## src/rtl/smwin_pkg.sv

```systemverilog
package smwin_pkg;

    localparam logic [7:0]  SMW_REG_OFFSET = 8'h9c;
    localparam logic [7:0]  SMW_CMD_QUERY  = 8'hff;
    localparam logic [7:0]  SMW_CMD_SEAL   = 8'h02;
    localparam logic [7:0]  SMW_FILL_BYTE  = 8'hff;
    localparam logic [63:0] SMW_WIN_BASE   = 64'h0000_0000_0003_0000;
    localparam logic [63:0] SMW_WIN_BYTES  = 64'h0000_0000_0002_0000;

    // Encodings double as register read values.
    typedef enum logic [7:0] {
        SMW_IDLE   = 8'h00,
        SMW_OPEN   = 8'h01,
        SMW_SEALED = 8'h02
    } smw_state_e;

    typedef struct packed {
        logic       allow;
        logic       subst;
        logic [7:0] data;
    } smw_resp_t;

    function automatic smw_state_e smw_next(input smw_state_e cur,
                                            input logic [7:0] cmd);
        smw_state_e nx;
        nx = cur;
        if (cur != SMW_SEALED) begin
            if (cmd == SMW_CMD_QUERY)     nx = SMW_OPEN;
            else if (cmd == SMW_CMD_SEAL) nx = SMW_SEALED;
        end
        return nx;
    endfunction

endpackage

```

## src/rtl/smwin_regfile.sv

```systemverilog
module smwin_regfile
    import smwin_pkg::*;
(
    input  logic       clk,
    input  logic       rst,
    input  logic [7:0] cfg_addr,
    input  logic [7:0] cfg_wdata,
    input  logic       cfg_we,
    output logic [7:0] cfg_rdata,
    output logic       sealed_o
);

    smw_state_e st_q, st_d;
    logic       hit_wr;

    assign hit_wr = cfg_we && (cfg_addr == SMW_REG_OFFSET);

    always_comb begin
        st_d = st_q;
        if (hit_wr) st_d = smw_next(st_q, cfg_wdata);
    end

    always_ff @(posedge clk) begin
        if (rst) st_q <= SMW_IDLE;
        else     st_q <= st_d;
    end

    assign cfg_rdata = (cfg_addr == SMW_REG_OFFSET) ? st_q : 8'h00;
    assign sealed_o  = (st_q == SMW_SEALED);

    assert_query_opens_R2: assert property (@(posedge clk) disable iff (rst)
        (hit_wr && cfg_wdata == SMW_CMD_QUERY && st_q != SMW_SEALED) |=> (st_q == SMW_OPEN));

    assert_seal_R3: assert property (@(posedge clk) disable iff (rst)
        (hit_wr && cfg_wdata == SMW_CMD_SEAL) |=> (st_q == SMW_SEALED));

    assert_seal_sticky_R8: assert property (@(posedge clk) disable iff (rst)
        (st_q == SMW_SEALED) |=> (st_q == SMW_SEALED));

    assert_stray_value_R9: assert property (@(posedge clk) disable iff (rst)
        (cfg_we && cfg_wdata != SMW_CMD_QUERY && cfg_wdata != SMW_CMD_SEAL) |=> $stable(st_q));

    assert_other_offset_R10: assert property (@(posedge clk) disable iff (rst)
        (cfg_we && cfg_addr != SMW_REG_OFFSET) |=> $stable(st_q));

endmodule

```

## src/rtl/smwin_gate.sv

```systemverilog
module smwin_gate
    import smwin_pkg::*;
#(
    parameter int          AW        = 32,
    parameter logic [63:0] WIN_BASE  = SMW_WIN_BASE,
    parameter logic [63:0] WIN_BYTES = SMW_WIN_BYTES
)(
    input  logic          clk,
    input  logic          rst,
    input  logic          sealed_i,
    input  logic [AW-1:0] acc_addr,
    input  logic          acc_write,
    input  logic          acc_smm,
    output smw_resp_t     resp_o
);

    localparam logic [AW-1:0] WIN_LO = WIN_BASE[AW-1:0];
    localparam logic [AW-1:0] WIN_HI = WIN_LO + WIN_BYTES[AW-1:0] - 1'b1;

    logic in_win;
    logic blocked;

    assign in_win  = (acc_addr >= WIN_LO) && (acc_addr <= WIN_HI);
    assign blocked = sealed_i && in_win && !acc_smm;

    always_comb begin
        resp_o.allow = !blocked;
        resp_o.subst = blocked && !acc_write;
        resp_o.data  = SMW_FILL_BYTE;
    end

    assert_open_passes_R4: assert property (@(posedge clk) disable iff (rst)
        !sealed_i |-> (resp_o.allow && !resp_o.subst));

    assert_fill_byte_R5: assert property (@(posedge clk) disable iff (rst)
        resp_o.subst |-> (!resp_o.allow && resp_o.data == 8'hff && !acc_write));

    assert_write_dropped_R6: assert property (@(posedge clk) disable iff (rst)
        (acc_write && !resp_o.allow) |-> !resp_o.subst);

    assert_smm_passes_R7: assert property (@(posedge clk) disable iff (rst)
        acc_smm |-> (resp_o.allow && !resp_o.subst));

endmodule

```

## src/rtl/smbase_guard.sv

```systemverilog
module smbase_guard
    import smwin_pkg::*;
#(
    parameter int AW = 32
)(
    input  logic          clk,
    input  logic          rst,
    input  logic [7:0]    cfg_addr,
    input  logic [7:0]    cfg_wdata,
    input  logic          cfg_we,
    output logic [7:0]    cfg_rdata,
    input  logic [AW-1:0] acc_addr,
    input  logic          acc_write,
    input  logic          acc_smm,
    output logic          acc_allow,
    output logic          acc_subst,
    output logic [7:0]    acc_subst_data
);

    logic      sealed;
    smw_resp_t resp;

    smwin_regfile u_reg (
        .clk       (clk),
        .rst       (rst),
        .cfg_addr  (cfg_addr),
        .cfg_wdata (cfg_wdata),
        .cfg_we    (cfg_we),
        .cfg_rdata (cfg_rdata),
        .sealed_o  (sealed)
    );

    smwin_gate #(.AW(AW)) u_gate (
        .clk       (clk),
        .rst       (rst),
        .sealed_i  (sealed),
        .acc_addr  (acc_addr),
        .acc_write (acc_write),
        .acc_smm   (acc_smm),
        .resp_o    (resp)
    );

    assign acc_allow      = resp.allow;
    assign acc_subst      = resp.subst;
    assign acc_subst_data = resp.data;

endmodule

```

## config.mk

```make
export PLATFORM = sky130hd
export DESIGN_NAME = smbase_guard
export DESIGN_NICKNAME = d
export VERILOG_FILES = /design/src/rtl/smwin_pkg.sv /design/src/rtl/smwin_regfile.sv /design/src/rtl/smwin_gate.sv /design/src/rtl/smbase_guard.sv
export SDC_FILE = /design/constraint.sdc
export NUM_CORES = 1
export LEC_CHECK = 0
export BUFFER_PORTS_ARGS = -buffer_cell sky130_fd_sc_hd__buf_2
export CAP_MARGIN = 20
export CORE_MARGIN = 2
export CORE_UTILIZATION = 23
export DETAILED_ROUTE_END_ITERATION = 8
export PLACE_DENSITY = 0.88
export SYNTH_ARGS = -nofsm -noshare
export SYNTH_HDL_FRONTEND = slang
export SYNTH_SLANG_ARGS = --single-unit
```

## constraint.sdc

```tcl
create_clock -name clk -period 1.9 [get_ports clk]
set_input_delay 0.19 -clock clk [delete_from_list [all_inputs] [get_ports clk]]
set_output_delay 0.19 -clock clk [all_outputs]
set_load 0.005 [all_outputs]
```

==> results.py <==
metrics = {
    "sta": {
        "setup_viol": 0,
        "grt_setup_unrepaired": "false",
        "min_period_ps": 1622,
        "finalHoldViolations": 0,
        "fmax_mhz": 616.5,
        "min_period_over_period_pct": 85.38,
        "skew_ps": 2.017,
        "finalSetupTns_ps": 0,
        "drv_slew": 0,
    },
    "cts": {
        "cts_max_path_buffers": 2,
        "clk_latency_ps": 230,
        "clk_pin_slew_worst_paths_ps": 30,
        "cts_buffers": 3,
        "cts-root-buf": "clkbuf_4",
        "postCtsSetupBuffers": 0,
        "htreeDepth": 1,
        "cts_tree": "yes",
        "cts-resized-gates": 0,
        "clock-sinks": 2,
        "hold_buffers": 0,
    },
    "grt": {
        "antenna_found_initial": 0,
        "grt_pass1_wl_um": 1518,
        "gr-usage-all-layers_pct": 11.13,
        "grt_max_degree": 4,
        "grt_overflow": 0,
        "first_global_vias": 432,
    },
    "worst_setup_path": {
        "ff2ff_path_depth": 4,
        "worstPathRequired_ps": 1710,
        "crit_fanout": 2,
        "rr_startpoint": "u_reg.st_q[0]",
        "cp-end-kind": "output pin",
        "reg2reg_slack_ps": 840,
        "critPathKind": "input port to output pin",
        "r2r-end": "u_reg.st_q[1]",
        "crit_path_start_kind": "input port",
        "cp.arrival_ps": 1430,
        "worstSetupStartpoint": "acc_addr[29]",
    },
    "placement": {
        "io_buffers": 40,
        "dp_cells": 99,
        "dp_hpwl_um": 872.4,
        "place.gp.congestion": 0.6901,
    },
    "layout": {
        "final_cells": 102,
        "largest_reg_flops": 2,
        "area_growth_pct": 52.92,
        "layout_common_cells": "buf_2 (40), conb_1 (14), nor4_1 (4)",
        "layout_commonest_cell": "buf_2",
        "nFillCells": 150,
        "drive_above_1_share_pct": 52.87,
        "regArea_um2": 40.04,
        "top_register": "u_reg.st_q",
        "reg_top3": "u_reg.st_q: 2 flops",
        "multi_input_area_um2": 235.2,
        "antennaDiodeCount": 0,
        "nets": 142,
    },
    "route": {
        "top_layer_used": "met4",
        "wl_um": 956,
        "wl_per_cell_um": 9.373,
        "wl_met3_um": 133,
        "dr.pass1.iters": 3,
        "wl_met1_um": 256,
        "drt_drc_violations_left": 0,
        "dr_wl_met2_um": 546,
        "viasPerCell": 4.412,
        "ant_nets": 0,
        "drtIter0Drc": 1,
        "via_count": 450,
    },
    "synthesis": {
        "ys_warn_count": 0,
        "synth-main-ff-cell": "dfxtp_1",
        "synth_cell_type_count": 21,
        "synthArstFlopShare_pct": 0,
        "synth_edf_count": 0,
        "syn_area_um2": 342.8,
        "synth_area_per_cell_um2": 7.453,
        "synth_seq_cells": 2,
        "syn_inst": 46,
        "ys_seq_area_share_pct": 11.68,
    },
    "floorplan": {
        "die-area_mm2": 0.001815,
        "start_util_pct": 25.39,
        "num_rows": 13,
        "die_w_um": 42.61,
        "die_h_um": 42.61,
        "coreArea_mm2": 0.001350,
        "ios": 71,
    },
    "min_path": {
        "min_from": "rst",
        "min_to": "u_reg.st_q[0]",
        "holdPathStages": 2,
        "hold_path.class": "input port to flip-flop",
    },
    "pwr": {
        "powerDensity_mw_per_mm2": 370.0,
        "ir_worst_vdd_mv": 0.2725,
        "power.leakage_nw": 0.2753,
    },
    "flow_run": {
        "max_cap_violations": 0,
    },
    "run_status": {
        "outcome": "completed",
    },
}
-- worst max-delay path by stage --
stage | to
final | acc_subst
after global routing | acc_subst
after CTS | acc_subst
after detailed placement | acc_subst
after global placement | acc_subst
after floorplan | acc_subst
-- per-stage QoR --
step | hold WS, ps | cell area, um^2 | setup slack (ps) | utilization [%] | total power [W]
CTS | 141.4 | 524.3 | 262.7 | 38.83 | 0.0001975
finish | 147.5 | 524.3 | 277.8 | 38.83 | 0.0001940
global placement | 371.8 | 501.7 | 274.0 | 37.16 | 0.00009474
detailed placement | 382.0 | 501.7 | 263.2 | 37.16 | 0.00009694
global route | 156.0 | 524.3 | 120.8 | 38.83 | 0.0002044
floorplan | 259.1 | 387.9 | 482.9 | - | 0.00007854
-- power by group --
part	internal (W)	switching [W]
Clock	0.0000699	0.0000272
Combinational	0.0000305	0.0000241
Sequential	0.0000423	0.000000000392
Total	0.000143	0.0000513
-- cell usage after synthesis, types with 2 or more instances --
cell | count | area, um^2
inv_1 | 2 | 7.510
conb_1 | 2 | 7.510
buf_4 | 14 | 105.1
nor3_1 | 3 | 15.01
dfxtp_1 | 2 | 40.04
nand2_1 | 3 | 11.26
nor2_1 | 3 | 11.26
nor4_1 | 4 | 25.02
-- per-layer routing --
layer | GRT usage (%) | up-vias
met1 | 9.645 | 187
met2 | 21.54 | 40
met3 | 1.724 | 2
met4 | 9.375 | 0
met5 | 0 | -
li1 | - | 221
-- layout make-up --
| class | instances | share of cell area [%] |
|---|---|---|
| Clock buffer | 3 | 4.296 |
| Sequential cell | 2 | 7.637 |
| Multi-Input combinational cell | 40 | 44.87 |
| Timing Repair Buffer | 40 | 38.19 |
| Tap cell | 15 | 3.580 |
| Inverter | 2 | 1.432 |
-- cells by family (layout without fill, tap and decap cells) --
| kind of cell | count (synthesis) | count (layout) | synth area share (%) |
|---|---|---|---|
| flops | 2 | 2 | 11.68 |
| buf+inv | 16 | 45 | 32.85 |
| other cells | 2 | 14 | 2.191 |
| simple gates | 22 | 22 | 44.89 |
| compound gates | 4 | 4 | 8.395 |
-- worst max-delay path: stages --
cell	delay, ps
buf_2	100
or4_1	520
nor4_1	250
o2111ai_1	160
nor2_1	100
buf_2	110
Note: power is estimated with default switching activity, not from simulation.
